### config.mk
export PLATFORM = sky130hd
export DESIGN_NAME = ecc_regfront
export DESIGN_NICKNAME = d
export VERILOG_FILES = /design/src/rtl/ecc_rf_pkg.sv /design/src/rtl/ecc_rf_feed.sv /design/src/rtl/ecc_rf_results.sv /design/src/rtl/ecc_rf_status.sv /design/src/rtl/ecc_regfront.sv
export SDC_FILE = /design/constraint.sdc
export NUM_CORES = 2
export LEC_CHECK = 0
export BUFFER_PORTS_ARGS = -buffer_cell sky130_fd_sc_hd__clkbuf_2
export CAP_MARGIN = 20
export CORE_MARGIN = 10
export CORE_UTILIZATION = 50
export CTS_CLUSTER_SIZE = 10
export DETAILED_ROUTE_END_ITERATION = 6
export PLACE_DENSITY_LB_ADDON = 0.12
export SKIP_LAST_GASP = 1
export SYNTH_ARGS = -nofsm -noshare
export SYNTH_HDL_FRONTEND = slang
export SYNTH_HIERARCHICAL = 1
export SYNTH_SLANG_ARGS = --single-unit
### constraint.sdc
create_clock -name clk -period 15.1 [get_ports clk]
set_input_delay 3.775 -clock clk [delete_from_list [all_inputs] [get_ports clk]]
set_output_delay 3.775 -clock clk [all_outputs]
set_load 0.05 [all_outputs]
### src/rtl/ecc_rf_pkg.sv
package ecc_rf_pkg;

    // word offsets (byte address / 4)
    localparam logic [6:0] W_CTRL  = 7'd0;
    localparam logic [6:0] W_CCLR  = 7'd2;
    localparam logic [6:0] W_CNT   = 7'd3;
    localparam logic [6:0] W_DATA  = 7'd4;
    localparam logic [6:0] W_PAR0  = 7'd5;
    localparam logic [6:0] W_REP0  = 7'd33;
    localparam logic [6:0] W_STAT  = 7'd97;
    localparam logic [6:0] W_IESET = 7'd98;
    localparam logic [6:0] W_IECLR = 7'd99;
    localparam logic [6:0] W_IE    = 7'd100;

    localparam int B_EN   = 0;
    localparam int B_INIT = 1;
    localparam int B_ENC  = 2;

    localparam logic [31:0] CTRL_MASK = 32'h0000_07F7;
    localparam logic [31:0] CNT_MASK  = 32'h007F_07FF;
    localparam logic [31:0] STAT_MASK = 32'h7F7F_000F;

    typedef enum logic [1:0] {
        ST_OFF  = 2'd0,
        ST_LOAD = 2'd1,
        ST_RUN  = 2'd2,
        ST_DONE = 2'd3
    } rf_state_t;

    function automatic logic [31:0] lane_mask(input logic [3:0] be);
        return {{8{be[3]}}, {8{be[2]}}, {8{be[1]}}, {8{be[0]}}};
    endfunction

endpackage

### src/rtl/ecc_rf_feed.sv
module ecc_rf_feed #(
    parameter int CNT_W = 12
) (
    input  logic             clk,
    input  logic             rst_n,
    input  logic             clear,
    input  logic             accept,
    input  logic             wr,
    input  logic [3:0]       be,
    input  logic [31:0]      wdata,
    input  logic [CNT_W-1:0] target,
    output logic             reached,
    output logic             out_valid,
    output logic [31:0]      out_data,
    output logic [2:0]       out_nbytes
);
    logic [CNT_W-1:0] cnt_q;
    logic [CNT_W-1:0] room;
    logic [2:0]       nb_raw;
    logic [7:0]       lane;

    assign reached = (cnt_q >= target);

    always_comb begin
        nb_raw = 3'd0;
        lane   = 8'h00;
        if (be == 4'hF) begin
            nb_raw = 3'd4;
        end else if ($onehot(be)) begin
            nb_raw = 3'd1;
            for (int i = 0; i < 4; i++) begin
                if (be[i]) lane = wdata[8*i +: 8];
            end
        end
        room = reached ? '0 : (target - cnt_q);
        out_nbytes = (CNT_W'(nb_raw) > room) ? room[2:0] : nb_raw;
        out_valid  = accept && wr && (out_nbytes != 3'd0);
        out_data   = 32'h0;
        if (nb_raw == 3'd1) begin
            out_data[7:0] = lane;
        end else begin
            for (int i = 0; i < 4; i++) begin
                if (3'(i) < out_nbytes) out_data[8*i +: 8] = wdata[8*i +: 8];
            end
        end
    end

    always_ff @(posedge clk or negedge rst_n) begin
        if (!rst_n)         cnt_q <= '0;
        else if (clear)     cnt_q <= '0;
        else if (out_valid) cnt_q <= cnt_q + CNT_W'(out_nbytes);
    end


    no_feed_past_target_chk: assert property (@(posedge clk) disable iff (!rst_n)
        reached |-> !out_valid);

endmodule

### src/rtl/ecc_rf_results.sv
module ecc_rf_results #(
    parameter int PAR_BYTES = 112,
    parameter int REP_DEPTH = 64,
    parameter int RI_W      = $clog2(REP_DEPTH)
) (
    input  logic            clk,
    input  logic            rst_n,
    input  logic            clear,
    input  logic            par_we,
    input  logic [6:0]      par_idx,
    input  logic [7:0]      par_byte,
    input  logic            rep_we,
    input  logic [RI_W-1:0] rep_idx,
    input  logic [15:0]     rep_mask,
    input  logic [10:0]     rep_pos,
    input  logic [6:0]      par_rd_word,
    output logic [31:0]     par_rd_data,
    input  logic [6:0]      rep_rd_idx,
    output logic [31:0]     rep_rd_data
);
    logic [7:0]  par_q [PAR_BYTES];
    logic [26:0] rep_q [REP_DEPTH];

    genvar g;
    generate
        for (g = 0; g < PAR_BYTES; g++) begin : g_par
            always_ff @(posedge clk or negedge rst_n) begin
                if (!rst_n)                                 par_q[g] <= 8'h00;
                else if (clear)                             par_q[g] <= 8'h00;
                else if (par_we && (int'(par_idx) == g))    par_q[g] <= par_byte;
            end
        end
        for (g = 0; g < REP_DEPTH; g++) begin : g_rep
            always_ff @(posedge clk or negedge rst_n) begin
                if (!rst_n)                                 rep_q[g] <= '0;
                else if (clear)                             rep_q[g] <= '0;
                else if (rep_we && (int'(rep_idx) == g))    rep_q[g] <= {rep_mask, rep_pos};
            end
        end
    endgenerate

    always_comb begin
        par_rd_data = 32'h0;
        for (int b = 0; b < 4; b++) begin
            if ((int'(par_rd_word) * 4 + b) < PAR_BYTES)
                par_rd_data[8*b +: 8] = par_q[int'(par_rd_word) * 4 + b];
        end
        rep_rd_data = 32'h0;
        if (int'(rep_rd_idx) < REP_DEPTH)
            rep_rd_data = {rep_q[int'(rep_rd_idx)][26:11], 5'b0, rep_q[int'(rep_rd_idx)][10:0]};
    end


    results_cleared_chk: assert property (@(posedge clk) disable iff (!rst_n)
        clear |=> (par_q[0] == 8'h00) && (rep_q[0] == '0));

endmodule

### src/rtl/ecc_rf_status.sv
module ecc_rf_status
    import ecc_rf_pkg::*;
(
    input  logic        clk,
    input  logic        rst_n,
    input  logic        done,
    input  logic        enc,
    input  logic        eng_err,
    input  logic        eng_uncor,
    input  logic [6:0]  eng_fixed,
    input  logic [6:0]  eng_nrep,
    input  logic [31:0] stat_w1c,
    input  logic [31:0] ie_set,
    input  logic [31:0] ie_clr,
    output logic [31:0] status,
    output logic [31:0] ie,
    output logic        irq
);
    logic [31:0] set_bits;

    always_comb begin
        set_bits = 32'h0;
        if (done) begin
            if (enc) begin
                set_bits[2] = 1'b1;
            end else begin
                set_bits[3]     = 1'b1;
                set_bits[0]     = eng_err;
                set_bits[1]     = eng_uncor;
                set_bits[22:16] = eng_fixed;
                set_bits[30:24] = eng_nrep;
            end
        end
    end

    always_ff @(posedge clk or negedge rst_n) begin
        if (!rst_n) begin
            status <= 32'h0;
            ie     <= 32'h0;
        end else begin
            if (done && !enc)
                status <= ({status[31:23], 7'h0, status[15:0]} & ~{1'b0, 7'h7F, 24'h0} & ~stat_w1c)
                          | set_bits;
            else
                status <= (status & ~stat_w1c & STAT_MASK) | set_bits;
            ie <= ((ie | ie_set) & ~ie_clr) & STAT_MASK;
        end
    end

    assign irq = |(status & ie);


    w1c_err_chk: assert property (@(posedge clk) disable iff (!rst_n)
        (stat_w1c[0] && !done) |=> !status[0]);


    irq_masked_chk: assert property (@(posedge clk) disable iff (!rst_n)
        (ie == 32'h0) |-> !irq);

endmodule

### src/rtl/ecc_regfront.sv
module ecc_regfront
    import ecc_rf_pkg::*;
#(
    parameter int PAR_BYTES = 112,
    parameter int REP_DEPTH = 64,
    parameter int RI_W      = $clog2(REP_DEPTH)
) (
    input  logic            clk,
    input  logic            rst_n,
    input  logic [8:0]      bus_addr,
    input  logic            bus_we,
    input  logic [3:0]      bus_be,
    input  logic [31:0]     bus_wdata,
    output logic [31:0]     bus_rdata,
    output logic            irq,
    output logic            eng_start,
    output logic            eng_encode,
    output logic [6:0]      eng_strength,
    output logic            eng_valid,
    output logic [31:0]     eng_data,
    output logic [2:0]      eng_nbytes,
    input  logic            eng_par_we,
    input  logic [6:0]      eng_par_idx,
    input  logic [7:0]      eng_par_byte,
    input  logic            eng_rep_we,
    input  logic [RI_W-1:0] eng_rep_idx,
    input  logic [15:0]     eng_rep_mask,
    input  logic [10:0]     eng_rep_pos,
    input  logic            eng_done,
    input  logic            eng_err,
    input  logic            eng_uncor,
    input  logic [6:0]      eng_fixed,
    input  logic [6:0]      eng_nrep
);
    localparam int PAR_WORDS = (PAR_BYTES + 3) / 4;
    localparam int CNT_W     = 12;

    rf_state_t      state_q, state_d;
    logic [31:0]    ctrl_q, cnt_reg_q;
    logic [6:0]     word;
    logic           wr_ok, en, init;
    logic [31:0]    wmask;
    logic [CNT_W-1:0] target;
    logic           reached, accept, run_ok;
    logic [31:0]    status, ie, par_rd, rep_rd;
    logic [6:0]     par_word, rep_slot;

    assign word   = bus_addr[8:2];
    assign wr_ok  = bus_we && (bus_addr[1:0] == 2'b00);
    assign wmask  = lane_mask(bus_be);
    assign en     = ctrl_q[B_EN];
    assign init   = ctrl_q[B_INIT];
    assign target = ctrl_q[B_ENC] ? CNT_W'(cnt_reg_q[10:0])
                                  : CNT_W'(cnt_reg_q[10:0]) + CNT_W'(cnt_reg_q[22:16]);

    // control and count registers
    always_ff @(posedge clk or negedge rst_n) begin
        if (!rst_n) begin
            ctrl_q    <= 32'h0;
            cnt_reg_q <= 32'h0;
        end else begin
            if (wr_ok && word == W_CTRL)
                ctrl_q <= (((ctrl_q & ~(32'h1 << B_INIT)) & ~wmask) | (bus_wdata & wmask)) & CTRL_MASK;
            else if (wr_ok && word == W_CCLR)
                ctrl_q <= ctrl_q & ~(bus_wdata & wmask) & ~(32'h1 << B_INIT);
            else
                ctrl_q <= ctrl_q & ~(32'h1 << B_INIT);
            if (wr_ok && word == W_CNT)
                cnt_reg_q <= ((cnt_reg_q & ~wmask) | (bus_wdata & wmask)) & CNT_MASK;
        end
    end

    // state register
    always_ff @(posedge clk or negedge rst_n) begin
        if (!rst_n) state_q <= ST_OFF;
        else        state_q <= state_d;
    end

    // next state
    always_comb begin
        state_d = state_q;
        if (!en) begin
            state_d = ST_OFF;
        end else if (init) begin
            state_d = ST_LOAD;
        end else begin
            unique case (state_q)
                ST_OFF:  state_d = ST_OFF;
                ST_LOAD: if (reached)  state_d = ST_RUN;
                ST_RUN:  if (eng_done) state_d = ST_DONE;
                ST_DONE: state_d = ST_DONE;
                default: state_d = ST_OFF;
            endcase
        end
    end

    // state outputs
    always_comb begin
        accept    = 1'b0;
        run_ok    = 1'b0;
        eng_start = 1'b0;
        if (en && !init) begin
            unique case (state_q)
                ST_LOAD: begin
                    accept    = 1'b1;
                    eng_start = reached;
                end
                ST_RUN:  run_ok = 1'b1;
                default: ;
            endcase
        end
    end

    assign eng_encode   = ctrl_q[B_ENC];
    assign eng_strength = ctrl_q[10:4];

    ecc_rf_feed #(.CNT_W(CNT_W)) feed_i (
        .clk        (clk),
        .rst_n      (rst_n),
        .clear      (init),
        .accept     (accept),
        .wr         (wr_ok && word == W_DATA),
        .be         (bus_be),
        .wdata      (bus_wdata),
        .target     (target),
        .reached    (reached),
        .out_valid  (eng_valid),
        .out_data   (eng_data),
        .out_nbytes (eng_nbytes)
    );

    assign par_word = word - W_PAR0;
    assign rep_slot = word - W_REP0;

    ecc_rf_results #(.PAR_BYTES(PAR_BYTES), .REP_DEPTH(REP_DEPTH), .RI_W(RI_W)) res_i (
        .clk         (clk),
        .rst_n       (rst_n),
        .clear       (init),
        .par_we      (eng_par_we && run_ok),
        .par_idx     (eng_par_idx),
        .par_byte    (eng_par_byte),
        .rep_we      (eng_rep_we && run_ok),
        .rep_idx     (eng_rep_idx),
        .rep_mask    (eng_rep_mask),
        .rep_pos     (eng_rep_pos),
        .par_rd_word (par_word),
        .par_rd_data (par_rd),
        .rep_rd_idx  (rep_slot),
        .rep_rd_data (rep_rd)
    );

    ecc_rf_status stat_i (
        .clk       (clk),
        .rst_n     (rst_n),
        .done      (eng_done && run_ok),
        .enc       (ctrl_q[B_ENC]),
        .eng_err   (eng_err),
        .eng_uncor (eng_uncor),
        .eng_fixed (eng_fixed),
        .eng_nrep  (eng_nrep),
        .stat_w1c  ((wr_ok && word == W_STAT)  ? (bus_wdata & wmask) : 32'h0),
        .ie_set    ((wr_ok && word == W_IESET) ? (bus_wdata & wmask) : 32'h0),
        .ie_clr    ((wr_ok && word == W_IECLR) ? (bus_wdata & wmask) : 32'h0),
        .status    (status),
        .ie        (ie),
        .irq       (irq)
    );

    // read mux
    always_comb begin
        bus_rdata = 32'h0;
        if (word >= W_PAR0 && int'(word) < int'(W_PAR0) + PAR_WORDS)
            bus_rdata = par_rd;
        else if (word >= W_REP0 && int'(word) < int'(W_REP0) + REP_DEPTH)
            bus_rdata = rep_rd;
        else if (word == W_CTRL) bus_rdata = ctrl_q;
        else if (word == W_CNT)  bus_rdata = cnt_reg_q;
        else if (word == W_STAT) bus_rdata = status;
        else if (word == W_IE)   bus_rdata = ie;
    end


    init_selfclear_chk: assert property (@(posedge clk) disable iff (!rst_n)
        (init && !(wr_ok && word == W_CTRL && bus_be[0] && bus_wdata[B_INIT])) |=> !init);


    stream_only_load_chk: assert property (@(posedge clk) disable iff (!rst_n)
        eng_valid |-> (state_q == ST_LOAD && en));


    start_then_run_chk: assert property (@(posedge clk) disable iff (!rst_n)
        eng_start |=> state_q == ST_RUN);

endmodule

======== Yosys cells after proc, flatten, opt, wreduce, memory -nomap -nowiden ========
Index checks and enable logic that the tools add are counted.
storage, ports and cells
  bits of input ports ..................... 115
  register bits after elaboration ......... 2738
  output and inout bits ................... 78
cells by class
  equality and inequality tests ........... 189
  order comparisons ....................... 20
  mux-type cells .......................... 422
  reduce and logical (&&, ||, !) cells .... 381
  bitwise operators ....................... 22
  add/sub/neg operators ................... 11
operators by type and width
  operator                                                                               count
  27-bit 2-to-1 mux                                                                      130
  8-bit 2-to-1 mux                                                                       247
  7-bit equality test (second input constant)                                            68
  2-bit nonzero test                                                                     178
  32-bit 2-to-1 mux                                                                      10
  8-bit binary-select mux with 7-bit select                                              4
  7-bit by 6-bit equality test with 1-bit output (second input constant)                 32
  1-bit logical AND                                                                      193
  6-bit equality test (second input constant)                                            32
  27-bit binary-select mux with 6-bit select                                             1
  32-bit inverter                                                                        5
  32-bit by 8-bit greater-or-equal comparator with 1-bit output (second input constant)  4
  32-bit bitwise AND                                                                     3
  6-bit by 5-bit equality test with 1-bit output (second input constant)                 16
  32-bit by 8-bit < comparator with 1-bit output (second input constant)                 3
  31-bit 2-to-1 mux                                                                      3
  31-bit bitwise AND                                                                     2
  31-bit OR                                                                              2
  7-bit by 5-bit equality test with 1-bit output (second input constant)                 8
  6-bit by 4-bit equality test with 1-bit output (second input constant)                 8
  12-bit 2-to-1 mux                                                                      4
  32-bit by 31-bit bitwise AND with 32-bit output                                        1
  32-bit by 7-bit greater-or-equal comparator with 1-bit output (second input constant)  1
  7-bit inverter with 32-bit output                                                      1
  52 further kinds                                                                       89

======== Longest topological paths before layout ========
  word-level depth ........................ 11
  mapped depth ............................ 28

======== By module ========
Netlist, hierarchy kept.
by module, submodules not included
  module          cells each  area an instance (µm²)  sequential area each (µm²)  times used
  ecc_rf_results  13210       126217.3                65663.0                     1
  ecc_regfront    635         4670.7                  1301.2                      1
  ecc_rf_feed     323         2284.7                  300.3                       1
  ecc_rf_status   186         2008.2                  1251.2                      1

======== Least setup slack after synthesis ========
OpenSTA, ideal clock, no wires.
  path type ............................... input -> output
  start ................................... input bus_be[3]
  end ..................................... output eng_data[24]
  setup slack ............................. 3113 ps
  buffers on the path ..................... 3
  arrival time ............................ 8212 ps
  stages on the path ...................... 18
  path through ............................ clkbuf_1 -> clkbuf_1 -> inv_1 -> fa_1 -> inv_1 -> ha_1 -> ha_1 -> nor2_1 -> and3_1 -> buf_1 -> inv_1 -> ha_1 -> nand2b_1 -> o21bai_1 -> o211ai_1 -> or3_4 -> nand2_1 -> and3_1
between the ends
  cells in the longest elaborated chain, start to end .. 10
  elaborated cells between the ends (all ways) .. 12
  classes of those cells .................. add/sub (2); order compare (2); eq/ne (3); mux (5)
ends and longest elaborated chain
  item                                                          line                text
  start, declared                                               ecc_regfront.sv:12  input logic [3:0] bus_be,
  1-bit by 1-bit adder with 2-bit output (not written as such)  ecc_rf_feed.sv:29   end else if ($onehot(be)) begin
  3-bit adder (not written as such)                             ecc_rf_feed.sv:29
  3-bit by 1-bit equality test with 1-bit output                ecc_rf_feed.sv:29
  1-bit 2-to-1 mux                                              ecc_rf_feed.sv:29
  3-bit 2-to-1 mux *                                            ecc_rf_feed.sv:27   if (be == 4'hF) begin
  3-bit by 12-bit greater-than comparator with 1-bit output     ecc_rf_feed.sv:36   out_nbytes = (CNT_W'(nb_raw) > room) ? room[2:0] : nb_raw;
  3-bit 2-to-1 mux *                                            ecc_rf_feed.sv:36
  named net eng_nbytes[2]                                       ecc_regfront.sv:21  output logic [2:0] eng_nbytes,
  2-bit by 3-bit < comparator with 1-bit output *               ecc_rf_feed.sv:43   if (3'(i) < out_nbytes) out_data[8*i +: 8] = wdata[8*i +: 8];
  8-bit 2-to-1 mux *                                            ecc_rf_feed.sv:43
  24-bit 2-to-1 mux *                                           ecc_rf_feed.sv:39   if (nb_raw == 3'd1) begin
  end, declared                                                 ecc_regfront.sv:20  output logic [31:0] eng_data,
Mark *: on every way through the listed nets, which the timed path passes. The rest lies on a longest branch.

======== Worst setup path in the final report ========
  start ................................... input bus_addr[2]
  end ..................................... output bus_rdata[22]
between the ends
  cells in the longest elaborated chain, start to end .. 8
  elaborated cells between the ends (all ways) .. 31
  classes of those cells .................. add/sub (3); order compare (6); eq/ne (3); mux (14); bitwise (2); reduce/logical (3)
ends and longest elaborated chain
  item                                                  line                                        text
  start, declared                                       ecc_regfront.sv:10                          input logic [8:0] bus_addr,
  7-bit by 3-bit subtractor with 7-bit output *         ecc_regfront.sv:132                         assign par_word = word - W_PAR0;
  named net par_word[0]                                 ecc_regfront.sv:46                          logic [6:0] par_word, rep_slot;
  9-bit by 2-bit adder with 10-bit output *             ecc_rf_results.sv:45, ecc_rf_results.sv:46
  32-bit inverter (not written as such)                 ecc_rf_results.sv:46                        par_rd_data[8*b +: 8] = par_q[int'(par_rd_word) * 4 + b];
  8-bit binary-select mux with 7-bit select             ecc_rf_results.sv:46
  8-bit 2-to-1 mux (not written as such) (2 in series)  ecc_rf_results.sv:46
  8-bit 2-to-1 mux *                                    ecc_rf_results.sv:45                        if ((int'(par_rd_word) * 4 + b) < PAR_BYTES)
  32-bit 2-to-1 mux *                                   ecc_regfront.sv:172                         if (word >= W_PAR0 && int'(word) < int'(W_PAR0) + PAR_WORDS)
  end, declared                                         ecc_regfront.sv:14                          output logic [31:0] bus_rdata,
Mark *: on every way through the listed nets, which the timed path passes. The rest lies on a longest branch. The select of a mux whose other input is x is not followed.

==> impl_metrics.json <==
{
  "hold_viol_final": 0,
  "globalplace.congestion": 0.980,
  "period_minus_slack_ns": 13.19,
  "final_cells": 17500,
  "synth.avg_cell_area_um2": 9.43,
  "hold_start": "ctrl_q[16]",
  "final_antenna_net_count": 0,
  "arrival_ns": 9.42,
  "path_cells": "clkbuf_2 -> inv_8 -> ha_1 -> xnor2_2 -> inv_8 -> inv_4 -> buf_4 -> mux2i_1 -> a2111oi_0 -> a22o_1 -> nor3_1 -> a211oi_1 -> clkbuf_2",
  "pwr-share-clk": 0.453,
  "area_growth_syn_to_layout_pct": 8.77,
  "syn-cell-area_mm2": 0.135,
  "setup_ws_ns": 1.91,
  "synth_cells": 14300,
  "pin_count": 193,
  "cts_hold_buf": 0,
  "io_buffers": 192,
  "cp_num_buf_inv": 6,
  "start_util": 0.503,
  "drive_gt1_frac": 0.127,
  "numCtsBuffers": 322,
  "dp_cells": 17000,
  "first_pass_iters": 7,
  "worstPathRequired_ns": 11.32,
  "post-route-drc-count": 8,
  "critPathMaxStageDelay_ns": 0.98,
  "cp-startpoint": "bus_addr[2]",
  "final_common_cell": "nand2_1",
  "num_rows": 190,
  "antenna_found_initial": 38,
  "worst-path-max-fanout": 48,
  "clock-sinks": 2738,
  "dr_wl_met3_mm": 65.0,
  "first_iter_violations": 15500,
  "avgViaCountPerCell": 6.45,
  "clkLatencyLatePin_ns": 0.92,
  "cap_violations": 0,
  "grt_first_pass_wirelength_mm": 745,
  "worstMarginPinSlew_ns": 1.19,
  "layout.nets": 13900,
  "rsz0062_at_grt": "no",
  "cts_setup_buffers": 0,
  "max_freq_mhz": 75.8,
  "swShare": 0.259,
  "min_path_type": "flip-flop to flip-flop",
  "cts_resized": 0,
  "status": "finished, violations left",
  "static-leakage-power_uw": 0.0621,
  "finalWirelength_mm": 504,
  "slew-limit-headroom": 0.181,
  "endpoint_kind": "primary output",
  "coreArea_mm2": 0.268,
  "skew_ns": 0.0443,
  "cp_slowest_cell": "buf_4",
  "grt_max_degree": 228,
  "p_seq_frac": 0.467,
  "cts_buffer_depth": 4,
  "finalSetupViolations": 0,
  "dp_worst_setup_slack_ns": 2.10,
  "crit_type": "input pin to primary output",
  "grt_pass1_vias": 110000,
  "vias": 113000,
  "fp.dieArea_mm2": 0.291,
  "maxSlewViolCount": 0,
  "fin_setup_tns_ns": 0,
  "p_sw_uw": 4070,
  "place_hpwl_mm": 300,
  "die_x_um": 540,
  "die_h_um": 540,
  "cts_tree": "built",
  "synth_warnings": 6,
  "layout_common_cells": "nand2_1, dfrtp_1, a21oi_1",
  "clk_pin_slew_worst_paths_ns": 0.05,
  "top_layer": "met5",
  "fin_crit_sh": 0.874,
  "violations": "design-rule violations",
  "p_comb_frac": 0.080,
  "powerDensity_mw_per_mm2": 107,
  "cts-htree-levels": 5,
  "p_int_uw": 11700,
  "wl_per_cell_um": 28.9,
  "grt_overflow": 0,
  "cts_root_buffer": "clkbuf_16",
  "wl_met1_mm": 196,
  "wl_met2_mm": 217,
  "peakVddDrop_uv": 82.2,
  "start_kind": "input pin",
  "critPathTopFamily": "buffers and inverters",
  "grt_use_total": 0.334
}
power by group through the flow:
stage                     sequential (uW)  clock, uW  combinational (uW)
final                                7350       7140                1250
after floorplan                      7480          0                 637
after global routing                 7340       7500                1300
after CTS                            7350       7220                1220
after detailed placement             7480          0                1220
after global placement               7480          0                1210
worst register-to-register path: stages, from the launching register on:
cell and delay [ns]:
dfrtp_1 0.41, ha_1 0.25, inv_1 0.08, fa_1 0.20, nor2b_1 0.07, o31a_1 0.27
o21a_1 0.21, o21a_1 0.18, o31ai_1 0.65, ha_1 0.39, nand2_1 0.14, nor3_1 0.18
o21ai_0 0.28, a21boi_0 0.39, nand2b_1 0.15, ha_1 0.32, nand2b_1 0.06, o21bai_1 0.21
o211ai_1 0.18, o21ai_1 0.37, nand2_1 0.32, ha_1 0.44, a21oi_1 0.13, or4_1 0.51
or4_1 0.41, a21oi_1 0.16
flip-flops by register name, indices dropped and copies added (netlist names), named ones only:
register,count
ctrl_q,23
stat_i/ie,18
state_q,2
res_i/rep_q,1728
res_i/par_q,896
feed_i/cnt_q,12
stat_i/status,32
metal layers:
metal | global-route usage | vias up
li1 | - | 47800
met1 | 0.455 | 56800
met2 | 0.484 | 6774
met3 | 0.116 | 1224
met4 | 0.151 | 28
met5 | 0 | -
path summary, 6_finish.rpt:
check,cells after the start,slack [ns],end
worst max-delay path,13,1.91,bus_rdata[22]
worst min-delay path,2,0.50,ctrl_q[16]
worst max register to register,25,8.07,feed_i/cnt_q[11]
worst min register to register,2,0.50,ctrl_q[16]
max in group asynchronous,4,9.29,res_i/par_q[315]
min in group asynchronous,1,2.80,feed_i/cnt_q[3]
final cells by class:
class	instances	area [um^2]
clock inverter	25	393
multi-input combinational	10200	61100
sequential	2738	68500
inverter	45	194
antenna	22	55.1
clock buffer	394	8700
fill	23400	121000
tap	3552	4440
timing repair buffer	470	3560
per-stage QoR:
stage / area (um^2) / hold slack [ns] / power, uW / utilization
after floorplan: 135000 / 0.476 / 8110 / -
after global placement: 138000 / 0.484 / 8680 / 0.512
after detailed placement: 138000 / 0.489 / 8690 / 0.513
after CTS: 147000 / 0.497 / 15800 / 0.546
after global routing: 147000 / 0.515 / 16100 / 0.547
final: 147000 / 0.495 / 15700 / 0.547
Note: power is estimated with default switching activity, not from simulation.
